`config.mk`:
```
export PLATFORM = sky130hd
export DESIGN_NAME = clk_phase_div
export DESIGN_NICKNAME = d
export VERILOG_FILES = /design/src/rtl/clk_phase_div_pkg.sv /design/src/rtl/cpd_cfg_capture.sv /design/src/rtl/cpd_lane.sv /design/src/rtl/clk_phase_div.sv
export SDC_FILE = /design/constraint.sdc
export NUM_CORES = 1
export LEC_CHECK = 0
export ABC_AREA = 1
export BUFFER_PORTS_ARGS = -buffer_cell sky130_fd_sc_hd__buf_4
export CORE_ASPECT_RATIO = 1.4
export CORE_UTILIZATION = 49
export CTS_CLUSTER_DIAMETER = 40
export DETAILED_ROUTE_END_ITERATION = 10
export PLACE_DENSITY = 0.62
export SYNTH_ARGS = -nofsm -noshare
export SYNTH_HDL_FRONTEND = slang
export SYNTH_SLANG_ARGS = --single-unit
```
`constraint.sdc`:
```
create_clock -name clk_in -period 1.8 [get_ports clk_in]
set_input_delay 0.27 -clock clk_in [delete_from_list [all_inputs] [get_ports clk_in]]
set_output_delay 0.27 -clock clk_in [all_outputs]
set_load 0.005 [all_outputs]
```
`src/rtl/clk_phase_div_pkg.sv`:
```
package clk_phase_div_pkg;
    parameter int unsigned VAL_W     = 7;
    parameter int unsigned MAX_RATIO = 80;
    localparam int unsigned LANES    = 2;

    typedef logic [VAL_W-1:0] val_t;

    typedef enum logic [1:0] {
        ST_WAIT = 2'd0,
        ST_HIGH = 2'd1,
        ST_LOW  = 2'd2
    } lane_state_e;

    typedef struct packed {
        val_t ratio;
        val_t offset;
        val_t hi_len;
        val_t lo_len;
    } div_cfg_t;
endpackage

```
`src/rtl/cpd_cfg_capture.sv`:
```
module cpd_cfg_capture
    import clk_phase_div_pkg::*;
#(
    parameter int unsigned W     = VAL_W,
    parameter int unsigned R_MAX = MAX_RATIO
) (
    input  logic         clk,
    input  logic         rst_n,
    input  logic [W-1:0] ratio_in,
    input  logic [W-1:0] offset_in,
    output div_cfg_t     cfg
);
    localparam logic [W-1:0] RMAX_V = W'(R_MAX);
    localparam logic [W-1:0] ONE_V  = W'(1);

    logic [W-1:0] ratio_c;
    logic [W-1:0] offset_c;
    logic [W-1:0] hi_c;
    div_cfg_t     cfg_q;

    always_comb begin
        if (ratio_in == '0) begin
            ratio_c = ONE_V;
        end else if (ratio_in > RMAX_V) begin
            ratio_c = RMAX_V;
        end else begin
            ratio_c = ratio_in;
        end
        offset_c = offset_in % ratio_c;
        hi_c     = W'((ratio_c + ONE_V) >> 1);
    end

    // capture only while sync/reset is held
    always_ff @(posedge clk) begin
        if (!rst_n) begin
            cfg_q.ratio  <= ratio_c;
            cfg_q.offset <= offset_c;
            cfg_q.hi_len <= hi_c;
            cfg_q.lo_len <= ratio_c - hi_c;
        end
    end

    assign cfg = cfg_q;

    AST_CFG_FROZEN: assert property (@(posedge clk) disable iff (!rst_n)
        1'b1 |=> $stable(cfg_q)) else $error("cfg changed while running");
endmodule

```
`src/rtl/cpd_lane.sv`:
```
module cpd_lane
    import clk_phase_div_pkg::*;
#(
    parameter int unsigned W = VAL_W
) (
    input  logic         clk,
    input  logic         rst_n,
    input  logic [W-1:0] offset,
    input  logic [W-1:0] hi_len,
    input  logic [W-1:0] lo_len,
    output logic         div_out
);
    localparam logic [W-1:0] ONE_V = W'(1);

    lane_state_e  state_q, state_d;
    logic [W-1:0] cnt_q, cnt_d;
    logic         out_q;

    always_comb begin
        state_d = state_q;
        cnt_d   = cnt_q + ONE_V;
        unique case (state_q)
            ST_WAIT: begin
                if (cnt_q == offset) begin
                    state_d = ST_HIGH;
                    cnt_d   = ONE_V;
                end
            end
            ST_HIGH: begin
                if (cnt_q == hi_len) begin
                    state_d = (lo_len == '0) ? ST_HIGH : ST_LOW;
                    cnt_d   = ONE_V;
                end
            end
            ST_LOW: begin
                if (cnt_q == lo_len) begin
                    state_d = ST_HIGH;
                    cnt_d   = ONE_V;
                end
            end
            default: begin
                state_d = ST_WAIT;
                cnt_d   = '0;
            end
        endcase
    end

    // state register
    always_ff @(posedge clk or negedge rst_n) begin
        if (!rst_n) begin
            state_q <= ST_WAIT;
            cnt_q   <= '0;
        end else begin
            state_q <= state_d;
            cnt_q   <= cnt_d;
        end
    end

    // output register
    always_ff @(posedge clk or negedge rst_n) begin
        if (!rst_n) begin
            out_q <= 1'b0;
        end else begin
            out_q <= (state_d == ST_HIGH);
        end
    end

    assign div_out = out_q;

    always_ff @(posedge clk) begin
        if (!rst_n) begin
            AST_LANE_RESET_LOW: assert (!out_q) else $error("lane high in reset");
        end
    end

    AST_WAIT_BOUND: assert property (@(posedge clk) disable iff (!rst_n)
        (state_q == ST_WAIT) |-> (cnt_q <= offset && !out_q)) else $error("wait overrun");
    AST_HIGH_BOUND: assert property (@(posedge clk) disable iff (!rst_n)
        (state_q == ST_HIGH) |-> (cnt_q <= hi_len && out_q)) else $error("high overrun");
    AST_LOW_BOUND: assert property (@(posedge clk) disable iff (!rst_n)
        (state_q == ST_LOW) |-> (cnt_q <= lo_len && !out_q)) else $error("low overrun");
endmodule

```
`src/rtl/clk_phase_div.sv`:
```
module clk_phase_div
    import clk_phase_div_pkg::*;
#(
    parameter int unsigned W     = VAL_W,
    parameter int unsigned R_MAX = MAX_RATIO
) (
    input  logic         clk_in,
    input  logic         rst_n,
    input  logic [W-1:0] div_ratio,
    input  logic [W-1:0] phase_off,
    output logic         clk_ref,
    output logic         clk_adj
);
    localparam logic [W-1:0] ONE_V = W'(1);

    div_cfg_t         cfg;
    logic [LANES-1:0] lane_out;
    logic             bypass;

    cpd_cfg_capture #(.W(W), .R_MAX(R_MAX)) u_cfg (
        .clk       (clk_in),
        .rst_n     (rst_n),
        .ratio_in  (div_ratio),
        .offset_in (phase_off),
        .cfg       (cfg)
    );

    // lane 0 is the unshifted reference, lane 1 the adjusted one
    for (genvar g = 0; g < LANES; g++) begin : g_lane
        cpd_lane #(.W(W)) u_lane (
            .clk     (clk_in),
            .rst_n   (rst_n),
            .offset  ((g == 0) ? '0 : cfg.offset),
            .hi_len  (cfg.hi_len),
            .lo_len  (cfg.lo_len),
            .div_out (lane_out[g])
        );
    end

    assign bypass  = rst_n && (cfg.ratio == ONE_V);
    assign clk_ref = bypass ? clk_in : lane_out[0];
    assign clk_adj = bypass ? clk_in : lane_out[1];

    AST_ZERO_OFF_MATCH: assert property (@(posedge clk_in) disable iff (!rst_n)
        (cfg.offset == '0) |-> (lane_out[1] == lane_out[0])) else $error("offset 0 mismatch");
    AST_RATIO_RANGE: assert property (@(posedge clk_in) disable iff (!rst_n)
        1'b1 |-> (cfg.ratio >= ONE_V && cfg.ratio <= W'(R_MAX))) else $error("ratio out of range");
endmodule

```
==> insert_results.sql, run 1 <==
INSERT INTO impl_metrics (metric_group, metric, value, unit) VALUES
('worst_setup_path', 'r2r_end', 'g_lane[1].u_lane.cnt_q[5]', ''),
('global_routing', 'global_route_wire_length_before_repair', '20.19', 'mm'),
('cells_and_area', 'final_core_utilization', '0.8164', ''),
('worst_setup_path', 'worst_path_depth', '65', ''),
('status', 'outcome', 'complete, but fails checks', ''),
('synth', 'synth_net_count', '574', ''),
('cells_and_area', 'nets', '769', ''),
('detailed_routing', 'top_layer_used', 'met4', ''),
('worst_setup_path', 'cp_slowest_cell', 'sky130_fd_sc_hd__ha_1', ''),
('sta', 'rsz0062_at_grt', 'yes', ''),
('detailed_routing', 'drtPass1Iterations', '4', ''),
('worst_setup_path', 'crit_end', 'u_cfg.cfg[16]', ''),
('power_and_ir_drop', 'p_leak', '3.200', 'nW'),
('sta', 'max_freq', '129.5', 'MHz'),
('detailed_routing', 'finalWirelength', '12.47', 'mm'),
('floorplan', 'chipWidth', '80.09', 'µm'),
('floorplan', 'floorplan.initialDensity', '0.5102', ''),
('global_routing', 'grt_start_max_net_pins', '27', ''),
('worst_setup_path', 'timing.setup.critical_path_class', 'in2reg', ''),
('sta', 'finalSetupViolations', '26', ''),
('place', 'placement.cell_area', '0.005470', 'mm²'),
('place', 'place.detailed.hpwl', '8.282', 'mm'),
('worst_setup_path', 'timing.reg2reg.worst_path_depth', '9', ''),
('detailed_routing', 'routed_via_count_divided_by_cell_count', '5.169', ''),
('detailed_routing', 'drc_errors', '0', ''),
('worst_setup_path', 'timing.critical_path.to_type', 'register', ''),
('cells_and_area', 'syn_to_layout_area_delta', '60.01', '%'),
('worst_setup_path', 'cp_common_cell', 'sky130_fd_sc_hd__nand2_2', ''),
('place', 'weighted_congestion_at_the_end_of_routability_driven_global_placement', '0.9294', ''),
('clock_tree', 'worstSkewPairLatency', '410', 'ps'),
('synth', 'synth_cell_types', '50', ''),
('global_routing', 'gr-usage-all-layers', '0.2980', ''),
('sta', 'worst_slack', '-5920', 'ps'),
('synth', 'syn-instance-count', '517', ''),
('floorplan', 'design.portCount', '18', ''),
('worst_setup_path', 'startpoint_type', 'input pin', ''),
('detailed_routing', 'avgRoutedWirePerCell', '15.30', 'µm'),
('sta', 'layout_worst_path_cycle_share', '4.289', ''),
('floorplan', 'rows', '39', ''),
('sta', 'clock-skew-final', '5.820', 'ps'),
('power_and_ir_drop', 'power_per_cell_area', '1033', 'mW/mm²'),
('power_and_ir_drop', 'totalPowerFinal', '6.914', 'mW'),
('synth', 'synth_area_leader_cell', 'sky130_fd_sc_hd__edfxtp_1', ''),
('power_and_ir_drop', 'vdd.ir_drop.worst', '1109', 'µV'),
('synth', 'syn_area', '0.004183', 'mm²'),
('synth', 'ys.flop_type', 'sky130_fd_sc_hd__edfxtp_1', ''),
('clock_tree', 'clk_transition_reported_paths', '60', 'ps'),
('synth', 'synth-async-reset-ratio', '0.4348', ''),
('synth', 'synth_top_cells_by_area', 'sky130_fd_sc_hd__edfxtp_1, sky130_fd_sc_hd__dfrtp_1, sky130_fd_sc_hd__ha_1, sky130_fd_sc_hd__nand2_1, sky130_fd_sc_hd__inv_1', ''),
('detailed_routing', 'vias', '4213', ''),
('worst_setup_path', 'critical_path_peak_fanout', '6', ''),
('floorplan', 'fp.dieH', '111.3', 'µm'),
('synth', 'synth_commonest_cells', 'sky130_fd_sc_hd__nand2_1, sky130_fd_sc_hd__inv_1, sky130_fd_sc_hd__nor2_1', ''),
('synth', 'yosysSeqAreaShare', '0.3063', ''),
('detailed_routing', 'wl_met1', '4.171', 'mm'),
('place', 'port-buffer-count', '17', ''),
('worst_setup_path', 'critical_path.top_delay_family', 'simple AND/OR/NAND/NOR gates', ''),
('global_routing', 'globalRouteOverflowTotal', '0', ''),
('detailed_routing', 'violation_count_after_the_first_detailed_routing_iteration', '153', ''),
('worst_setup_path', 'largest_incremental_delay_on_the_critical_path', '310', 'ps'),
('worst_setup_path', 'timing.critical_path.arrival', '7880', 'ps'),
('sta', 'finalCriticalPeriod', '7720', 'ps'),
('synth', 'ys_ff_latch', '46', ''),
('synth', 'yosys_warnings', '0', ''),
('worst_setup_path', 'timing.rr.start', 'g_lane[1].u_lane.cnt_q[0]', ''),
('global_routing', 'grt_antenna_before_repair', '0', ''),
('status', 'violations', 'negative setup slack', ''),
('cells_and_area', 'antennaDiodeCount', '0', ''),
('global_routing', 'via_count_of_the_first_global_routing_pass', '4542', ''),
('worst_setup_path', 'cp_data_required_time', '1960', 'ps'),
('worst_setup_path', 'cp_num_buf_inv', '8', '');
[registers in the layout, indices dropped and copies added, names as in the netlist]
register / cells
g_lane.u_lane.state_q: 4
g_lane.u_lane.cnt_q: 14
u_cfg.cfg: 26
g_lane.u_lane.div_out: 2
[cell families after synthesis]
kind of cell    Yosys count  share of synthesized area
simple gates            220                     0.2641
buf+inv                  93                    0.08704
compound gates           67                     0.1098
xor+xnor                 50                     0.1065
flops                    46                     0.3063
fa+ha+maj                41                     0.1262
[metal layers]
layer	track usage	vias up
met5	0	-
li1	-	2072
met1	0.2794	1987
met2	0.5772	105
met4	0.1786	0
met3	0.04856	49
[final cells by class]
| cell class | instances | area [µm²] | share of cell area |
|---|---|---|---|
| clock buffer | 13 | 276.5 | 0.04132 |
| clock inverter | 2 | 15.01 | 0.002243 |
| inverter | 83 | 325.3 | 0.04861 |
| multi-input combinational | 378 | 3148 | 0.4704 |
| sequential | 46 | 1290 | 0.1927 |
| tap | 102 | 127.6 | 0.01907 |
| timing repair buffer | 191 | 1510 | 0.2256 |
[placed cells by master (no fill, tap or decap), types with 6 or more instances in the layout]
cell,n
sky130_fd_sc_hd__buf_4,177
sky130_fd_sc_hd__inv_1,65
sky130_fd_sc_hd__nand2_1,63
sky130_fd_sc_hd__nor2_1,32
sky130_fd_sc_hd__xor2_1,30
sky130_fd_sc_hd__edfxtp_1,26
sky130_fd_sc_hd__nand2_2,25
sky130_fd_sc_hd__ha_1,25
sky130_fd_sc_hd__nand3_2,16
sky130_fd_sc_hd__xnor2_1,16
sky130_fd_sc_hd__nand3_1,15
sky130_fd_sc_hd__inv_2,13
sky130_fd_sc_hd__nand2_4,13
sky130_fd_sc_hd__ha_4,13
sky130_fd_sc_hd__dfrtp_1,13
sky130_fd_sc_hd__o21ai_2,12
sky130_fd_sc_hd__a21oi_2,12
sky130_fd_sc_hd__nor2_2,11
sky130_fd_sc_hd__buf_6,11
sky130_fd_sc_hd__clkbuf_16,10
sky130_fd_sc_hd__o21ai_1,8
sky130_fd_sc_hd__a21oi_1,7
sky130_fd_sc_hd__dfrtp_2,7
sky130_fd_sc_hd__nor3_1,6
[worst register-to-register path, delay by kind of cell (launching register included)]
| family | cells | cell delay (ps) |
|---|---|---|
| and+or+nand+nor | 5 | 660 |
| DFF | 1 | 430 |
| buffers and inverters | 3 | 400 |
| AOI/OAI and AO/OA | 1 | 250 |
[what timing repair did]
action                     CTS  global route
setup endpoints to repair   25            37
gates resized for setup     79            67
setup buffers               34            15
pin swaps                   30            24
hold buffers                 1             0
hold endpoints to repair    20             0
[where the power goes]
| part | internal, mW | switching (mW) | total, mW |
|---|---|---|---|
| Combinational | 1.89 | 1.84 | 3.72 |
| Sequential | 1.46 | 0.376 | 1.84 |
| Clock | 0.863 | 0.487 | 1.35 |
[stage by stage]
stage                     setup WS [ps]  setup TNS, ps  instances  hold slack (ps)
final                             -5920         -45120        815            211.1
after global routing              -6303         -48970        815            210.3
after CTS                         -5649         -42670        803            203.7
after detailed placement          -6363         -52330        755            265.0
after global placement            -6132         -50310        755            252.5
after floorplan                   -5886         -45090        517           -25.59
[how the worst min path moves through the flow]
stage / slack [ps] / endpoint / depth (start not counted) / startpoint
after global placement: 250 / g_lane[0].u_lane.cnt_q[6] / 2 / rst_n
after detailed placement: 260 / g_lane[0].u_lane.cnt_q[6] / 2 / rst_n
final: 210 / u_cfg.cfg[27] / 2 / div_ratio[6]
after CTS: 200 / u_cfg.cfg[27] / 2 / div_ratio[6]
after floorplan: -30 / g_lane[0].u_lane.cnt_q[0] / 0 / rst_n
after global routing: 210 / u_cfg.cfg[27] / 2 / div_ratio[6]
(Power assumes the default switching activity.)
==> run 2, diff against run 1 <==
PLACE_DENSITY = 0.61   (was 0.62)
RECOVER_POWER = 100   (was not set)
REMOVE_ABC_BUFFERS = 1   (was not set)
SYNTH_HIERARCHICAL = 1   (was not set)
==> insert_results.sql, run 2 <==
INSERT INTO impl_metrics (metric_group, metric, value, unit) VALUES
('global_routing', 'grt_start_max_net_pins', '27', ''),
('detailed_routing', 'finalWirelength', '16.07', 'mm'),
('worst_setup_path', 'timing.critical_path.arrival', '8090', 'ps'),
('global_routing', 'grt_antenna_before_repair', '0', ''),
('cells_and_area', 'stdcell_count', '1041', ''),
('hold_path', 'worst_hold_startpoint', 'phase_off[0]', ''),
('synth', 'yosys_warnings', '6', ''),
('detailed_routing', 'vias', '5424', ''),
('place', 'port-buffer-count', '17', ''),
('sta', 'timing.hold.ws', '317.6', 'ps'),
('sta', 'max_freq', '125.8', 'MHz'),
('sta', 'finalSetupViolations', '15', ''),
('cells_and_area', 'commonest_non_fill_non_tap_cell_in_the_layout', 'sky130_fd_sc_hd__buf_4', ''),
('synth', 'synth_top_area_frac', '0.1551', ''),
('worst_setup_path', 'cp_data_required_time', '1940', 'ps'),
('synth', 'syn-instance-count', '687', ''),
('global_routing', 'globalRouteOverflowTotal', '0', ''),
('place', 'weighted_congestion_at_the_end_of_routability_driven_global_placement', '0.8844', ''),
('sta', 'finalCriticalPeriod', '7947', 'ps'),
('sta', 'final-max-slew-violation-count', '0', ''),
('sta', 'max_slew.worst_pin.slew', '1301', 'ps'),
('sta', 'worst_slack', '-6147', 'ps'),
('place', 'dp.cells', '967', ''),
('power_and_ir_drop', 'p_leak', '3.844', 'nW'),
('synth', 'synth_top_cells_by_area', 'sky130_fd_sc_hd__edfxtp_1, sky130_fd_sc_hd__nand2_1, sky130_fd_sc_hd__dfrtp_1, sky130_fd_sc_hd__ha_1, sky130_fd_sc_hd__nand3_1', ''),
('sta', 'max_slew_margin', '0.1325', ''),
('status', 'outcome', 'complete, but fails checks', ''),
('sta', 'clock-skew-final', '6.500', 'ps'),
('worst_setup_path', 'largest_incremental_delay_on_the_critical_path', '300', 'ps'),
('synth', 'synth-edff-count', '26', ''),
('synth', 'ys_ff_latch', '46', ''),
('detailed_routing', 'drc_errors', '0', ''),
('floorplan', 'rows', '43', ''),
('cells_and_area', 'nFillCells', '633', ''),
('cells_and_area', 'registers.top_by_ff_count', 'u_cfg/cfg', ''),
('clock_tree', 'worstSkewPairLatency', '400', 'ps'),
('worst_setup_path', 'critical_path_peak_fanout', '8', ''),
('floorplan', 'chipWidth', '87.65', 'µm'),
('synth', 'synth_commonest_cells', 'sky130_fd_sc_hd__nand2_1, sky130_fd_sc_hd__inv_1, sky130_fd_sc_hd__nand3_1', ''),
('worst_setup_path', 'timing.critical_path.to_type', 'register', ''),
('detailed_routing', 'top_layer_used', 'met4', ''),
('synth', 'synth_area_leader_cell', 'sky130_fd_sc_hd__edfxtp_1', ''),
('sta', 'finalHoldViolCount', '0', ''),
('detailed_routing', 'avgRoutedWirePerCell', '15.43', 'µm'),
('flow_run', 'timing.max_cap.violations', '0', ''),
('clock_tree', 'clk_transition_reported_paths', '60', 'ps'),
('floorplan', 'area_inside_the_core_boundary', '0.009953', 'mm²'),
('hold_path', 'timing.hold.worst_path_depth', '4', ''),
('status', 'violations', 'negative setup slack', ''),
('detailed_routing', 'violation_count_after_the_first_detailed_routing_iteration', '200', ''),
('worst_setup_path', 'timing.setup.critical_path_class', 'in2reg', ''),
('cells_and_area', 'antennaDiodeCount', '0', ''),
('worst_setup_path', 'timing.reg2reg.worst_path_depth', '10', ''),
('worst_setup_path', 'timing.reg2reg.setup_slack', '160', 'ps'),
('detailed_routing', 'drtPass1Iterations', '4', ''),
('power_and_ir_drop', 'totalPowerFinal', '8.095', 'mW'),
('detailed_routing', 'routed-wl-met3', '434', 'µm'),
('floorplan', 'floorplan.initialDensity', '0.5056', ''),
('global_routing', 'gr-usage-all-layers', '0.2864', ''),
('cells_and_area', 'final_cell_mix', 'sky130_fd_sc_hd__buf_4, sky130_fd_sc_hd__nand2_1, sky130_fd_sc_hd__inv_1', ''),
('power_and_ir_drop', 'vdd.ir_drop.worst', '450.5', 'µV'),
('detailed_routing', 'antenna_left', '0', ''),
('sta', 'fin_setup_tns', '-46170', 'ps'),
('floorplan', 'die_area', '0.01069', 'mm²'),
('hold_path', 'hold_path_end', 'u_cfg/cfg[14]', ''),
('synth', 'ys.flop_type', 'sky130_fd_sc_hd__edfxtp_1', ''),
('cells_and_area', 'multi_input_comb_area', '0.003919', 'mm²'),
('cells_and_area', 'nets', '961', ''),
('detailed_routing', 'wl_met1', '5.501', 'mm'),
('cells_and_area', 'largest_register_ff_count', '26', ''),
('synth', 'synth-async-reset-ratio', '0.4348', ''),
('worst_setup_path', 'timing.rr.start', 'u_cfg/cfg[0]', ''),
('place', 'place.detailed.hpwl', '9.768', 'mm'),
('detailed_routing', 'routed_via_count_divided_by_cell_count', '5.210', ''),
('synth', 'syn_area', '0.005032', 'mm²'),
('sta', 'layout_worst_path_cycle_share', '4.415', ''),
('floorplan', 'fp.dieH', '121.9', 'µm'),
('global_routing', 'global_route_wire_length_before_repair', '23.72', 'mm'),
('global_routing', 'via_count_of_the_first_global_routing_pass', '5416', ''),
('synth', 'synth_cell_types', '41', ''),
('cells_and_area', 'layout.area.seq', '0.001281', 'mm²'),
('cells_and_area', 'largestRegisters', 'u_cfg/cfg x26, g_lane.u_lane/cnt_q x14, g_lane.u_lane/state_q x4', ''),
('cells_and_area', 'syn_to_layout_area_delta', '55.17', '%'),
('sta', 'rsz0062_at_grt', 'yes', ''),
('worst_setup_path', 'r2r_end', 'g_lane[0].u_lane/cnt_q[0]', ''),
('synth', 'yosysSeqAreaShare', '0.2546', ''),
('cells_and_area', 'final_layout_size_suffix_gt1_frac', '0.4812', ''),
('worst_setup_path', 'startpoint_type', 'input pin', ''),
('synth', 'synth_area_per_cell', '7.325', 'µm²'),
('floorplan', 'design.portCount', '18', ''),
('clock_tree', 'tritoncts', 'built', ''),
('detailed_routing', 'met2_wirelength', '9.050', 'mm'),
('hold_path', 'hold_path_class', 'in2reg', ''),
('synth', 'synth.most_common_cell', 'sky130_fd_sc_hd__nand2_1', ''),
('power_and_ir_drop', 'power_per_cell_area', '1037', 'mW/mm²'),
('worst_setup_path', 'cp_common_cell', 'sky130_fd_sc_hd__nand2_2', ''),
('worst_setup_path', 'cp_slowest_cell', 'sky130_fd_sc_hd__ha_1', '');
-- run 2: cell count changes in the layout (fill, tap and decap cells not counted), sizes merged, moves of 9 or more --
cell,before,now
inv,82,108
nand3,32,100
xnor2,18,30
buf,192,211
nand2,102,193
a21oi,22,13
-- run 2: cells by family after synthesis --
family	after synthesis	synth area share
adders and majority gates	40	0.1024
and+or+nand+nor	370	0.3762
AOI/OAI and AO/OA	49	0.06340
other	2	0.001492
xor gates and xnor gates	55	0.09572
buffers and inverters	125	0.1062
DFF	46	0.2546
-- run 2: per-layer routing --
metal,up-vias,GRT usage
met4,0,0.1885
met2,155,0.5586
li1,2623,-
met3,84,0.04336
met5,-,0
met1,2562,0.2667
-- run 2: worst max-delay path, delay by kind of cell --
kind	cells	cell delay [ps]
compound gates	11	1160
simple gates	42	3890
buf+inv	10	860
fa+ha+maj	7	1870
-- run 2: layout make-up --
type	instances	share of cell area
Sequential cell	46	0.1641
Clock buffer	11	0.03173
Multi-Input combinational cell	522	0.5018
Clock inverter	3	0.005608
Inverter	110	0.05752
Tap cell	135	0.02163
Timing Repair Buffer	214	0.2176
-- run 2: how the worst max path moves through the flow --
stage | slack (ps) | end | startpoint | depth (start not counted)
after floorplan | -6160 | u_cfg/cfg[14] | div_ratio[0] | 63
after global placement | -6150 | u_cfg/cfg[14] | div_ratio[1] | 66
after detailed placement | -6470 | u_cfg/cfg[20] | div_ratio[1] | 60
after CTS | -5620 | u_cfg/cfg[14] | div_ratio[1] | 69
after global routing | -6530 | u_cfg/cfg[16] | div_ratio[0] | 72
final | -6150 | u_cfg/cfg[14] | div_ratio[2] | 70
-- run 2: metrics by stage --
step / util / worst slack, ps / instance area [µm²]
after floorplan: - / -6155 / 4949
after global placement: 0.6316 / -6152 / 6286
after detailed placement: 0.6316 / -6470 / 6286
after CTS: 0.7480 / -5616 / 7445
after global routing: 0.7845 / -6529 / 7809
final: 0.7845 / -6147 / 7809
-- run 2: repair_timing --
action,4_1_cts,5_1_grt
buffers inserted,51,10
hold buffers,1,0
pin swaps,41,73
endpoints found under the hold margin,20,0
setup endpoints to repair,21,22
resized for setup,104,70
-- run 2: where the power goes --
group          total, mW  internal [mW]  switching (mW)
Combinational       4.87           2.36            2.51
Clock               1.29          0.858           0.436
Sequential          1.93           1.46           0.472
Total               8.09           4.67            3.42
==> run 3, diff against run 2 <==
CTS_BUF_LIST = sky130_fd_sc_hd__clkbuf_4 sky130_fd_sc_hd__clkbuf_8   (was not set)
==> insert_results.sql, run 3 (synthesis gave the netlist of run 2 again) <==
INSERT INTO impl_metrics (metric_group, metric, value, unit) VALUES
('status', 'outcome', 'complete, but fails checks', ''),
('status', 'violations', 'negative setup slack', ''),
('cells_and_area', 'nets', '966', ''),
('hold_path', 'timing.hold.worst_path_depth', '4', ''),
('global_routing', 'globalRouteOverflowTotal', '0', ''),
('detailed_routing', 'drtPass1Iterations', '4', ''),
('detailed_routing', 'violation_count_after_the_first_detailed_routing_iteration', '163', ''),
('cells_and_area', 'commonest_non_fill_non_tap_cell_in_the_layout', 'sky130_fd_sc_hd__buf_4', ''),
('detailed_routing', 'antenna_left', '0', ''),
('clock_tree', 'worstSkewPairLatency', '420', 'ps'),
('worst_setup_path', 'largest_incremental_delay_on_the_critical_path', '300', 'ps'),
('worst_setup_path', 'timing.rr.start', 'g_lane[0].u_lane/cnt_q[1]', ''),
('worst_setup_path', 'timing.critical_path.arrival', '8040', 'ps'),
('hold_path', 'worst_hold_startpoint', 'phase_off[0]', ''),
('place', 'post-place-ws', '-6470', 'ps'),
('cells_and_area', 'multi_input_comb_area', '0.003919', 'mm²'),
('worst_setup_path', 'cp_data_required_time', '2080', 'ps'),
('sta', 'final-max-slew-violation-count', '0', ''),
('cells_and_area', 'post-route-cell-area', '0.007720', 'mm²'),
('sta', 'clock-skew-final', '10.78', 'ps'),
('sta', 'finalHoldViolCount', '0', ''),
('detailed_routing', 'vias', '5330', ''),
('hold_path', 'hold_path_end', 'u_cfg/cfg[14]', ''),
('power_and_ir_drop', 'p_leak', '3.807', 'nW'),
('worst_setup_path', 'timing.reg2reg.worst_path_depth', '8', ''),
('worst_setup_path', 'timing.critical_path.to_type', 'register', ''),
('worst_setup_path', 'r2r_end', 'g_lane[0].u_lane/cnt_q[6]', ''),
('cells_and_area', 'antennaDiodeCount', '0', ''),
('worst_setup_path', 'worst_path_depth', '71', ''),
('sta', 'timing.hold.ws', '278.7', 'ps'),
('clock_tree', 'clk_transition_reported_paths', '80', 'ps'),
('cells_and_area', 'largest_register_ff_count', '26', ''),
('hold_path', 'hold_path_class', 'in2reg', ''),
('floorplan', 'chipWidth', '87.65', 'µm'),
('place', 'port-buffer-count', '17', ''),
('power_and_ir_drop', 'power_per_cell_area', '1004', 'mW/mm²'),
('place', 'place.detailed.hpwl', '9.768', 'mm'),
('global_routing', 'global_route_wire_length_before_repair', '23.16', 'mm'),
('worst_setup_path', 'cp_slowest_cell', 'sky130_fd_sc_hd__ha_1', ''),
('sta', 'worst_slack', '-5963', 'ps'),
('floorplan', 'floorplan.initialDensity', '0.5056', ''),
('cells_and_area', 'nFillCells', '629', ''),
('global_routing', 'grt_antenna_before_repair', '0', ''),
('global_routing', 'via_count_of_the_first_global_routing_pass', '5314', ''),
('global_routing', 'gr-usage-all-layers', '0.2800', ''),
('worst_setup_path', 'critical_path_peak_fanout', '8', ''),
('cells_and_area', 'layout.area.seq', '0.001281', 'mm²'),
('sta', 'finalSetupViolations', '15', ''),
('worst_setup_path', 'timing.reg2reg.setup_slack', '230', 'ps'),
('cells_and_area', 'largestRegisters', 'u_cfg/cfg x26, g_lane.u_lane/cnt_q x14, g_lane.u_lane/state_q x4', ''),
('sta', 'layout_worst_path_cycle_share', '4.313', ''),
('detailed_routing', 'drc_errors', '0', ''),
('floorplan', 'rows', '43', ''),
('floorplan', 'design.portCount', '18', ''),
('cells_and_area', 'final_layout_size_suffix_gt1_frac', '0.4830', ''),
('worst_setup_path', 'critical_path.top_delay_family', 'simple AND/OR/NAND/NOR gates', ''),
('floorplan', 'fp.dieH', '121.9', 'µm'),
('sta', 'max_slew_margin', '0.1371', ''),
('worst_setup_path', 'timing.setup.critical_path_class', 'in2reg', ''),
('detailed_routing', 'finalWirelength', '15.57', 'mm'),
('worst_setup_path', 'startpoint_type', 'input pin', ''),
('cells_and_area', 'final_cell_mix', 'sky130_fd_sc_hd__buf_4, sky130_fd_sc_hd__nand2_1, sky130_fd_sc_hd__inv_1', ''),
('sta', 'max_freq', '128.8', 'MHz'),
('detailed_routing', 'avgRoutedWirePerCell', '14.88', 'µm'),
('detailed_routing', 'routed_via_count_divided_by_cell_count', '5.096', ''),
('floorplan', 'die_area', '0.01069', 'mm²'),
('clock_tree', 'tritoncts', 'built', ''),
('flow_run', 'timing.max_cap.violations', '0', ''),
('sta', 'rsz0062_at_grt', 'yes', ''),
('worst_setup_path', 'cp_common_cell', 'sky130_fd_sc_hd__nand2_2', ''),
('cells_and_area', 'final_core_utilization', '0.7756', ''),
('cells_and_area', 'syn_to_layout_area_delta', '53.41', '%'),
('sta', 'finalCriticalPeriod', '7763', 'ps'),
('global_routing', 'grt_start_max_net_pins', '27', ''),
('floorplan', 'area_inside_the_core_boundary', '0.009953', 'mm²'),
('cells_and_area', 'registers.top_by_ff_count', 'u_cfg/cfg', ''),
('place', 'weighted_congestion_at_the_end_of_routability_driven_global_placement', '0.8844', ''),
('worst_setup_path', 'cp_num_buf_inv', '12', ''),
('power_and_ir_drop', 'vdd.ir_drop.worst', '447.3', 'µV'),
('place', 'placement.cell_area', '0.006286', 'mm²'),
('sta', 'max_slew.worst_pin.slew', '1294', 'ps');
==> run 3: changes by cell type in the layout (fill, tap and decap cells not counted), moves of 5 or more <==
cell and change:
sky130_fd_sc_hd__buf_6 -5, sky130_fd_sc_hd__clkbuf_16 -9, sky130_fd_sc_hd__clkbuf_8 +8, sky130_fd_sc_hd__buf_4 +9
==> run 3: through the flow <==
step                TNS, ps  power [mW]  std cells
finish               -45890       7.753       1046
global route         -49890       8.342       1046
detailed placement   -53780       5.872        967
floorplan            -47110       4.535        678
CTS                  -41040       7.419       1032
global placement     -51150       5.741        967
==> run 3: what timing repair did <==
action,4_1_cts,5_1_grt
hold buffers,1,0
hold endpoints to repair,20,0
setup buffers,51,14
pin swaps,41,74
gates resized for setup,99,69
endpoints found under the setup margin,19,22
==> run 3: layout make-up <==
cell class | instances | share of cell area
clock buffer | 12 | 0.02107
clock inverter | 3 | 0.005673
inverter | 110 | 0.05689
multi-input combinational | 522 | 0.5076
sequential | 46 | 0.1660
tap | 135 | 0.02188
timing repair buffer | 218 | 0.2209
==> run 3: how the worst max path moves through the flow <==
stage	start	to	slack, ps
after floorplan	div_ratio[0]	u_cfg/cfg[14]	-6160
after global placement	div_ratio[1]	u_cfg/cfg[14]	-6150
after detailed placement	div_ratio[1]	u_cfg/cfg[20]	-6470
after CTS	div_ratio[1]	u_cfg/cfg[14]	-5590
after global routing	div_ratio[0]	u_cfg/cfg[16]	-6420
final	div_ratio[0]	u_cfg/cfg[15]	-5960
==> run 3: per-layer routing <==
| metal | up-vias | GRT usage | wire, µm | part of all wire |
|---|---|---|---|---|
| li1 | 2628 | - | - | - |
| met1 | 2501 | 0.2657 | 5343 | 0.34 |
| met2 | 136 | 0.5581 | 8911 | 0.57 |
| met3 | 65 | 0.03320 | 350 | 0.022 |
| met4 | 0 | 0.1609 | 964 | 0.062 |
| met5 | - | 0 | 0 | 0 |
==> run 3: power breakdown <==
group / leakage (nW) / switching, mW / internal (mW)
clock network: 0.124 / 0.419 / 0.569
registers: 0.503 / 0.467 / 1.46
logic: 3.18 / 2.48 / 2.36
==> run 3: worst min-delay path, stage by stage <==
cell and delay, ps:
sky130_fd_sc_hd__buf_4 90, sky130_fd_sc_hd__buf_4 100, sky130_fd_sc_hd__nand2_1 40, sky130_fd_sc_hd__o21ai_1 70
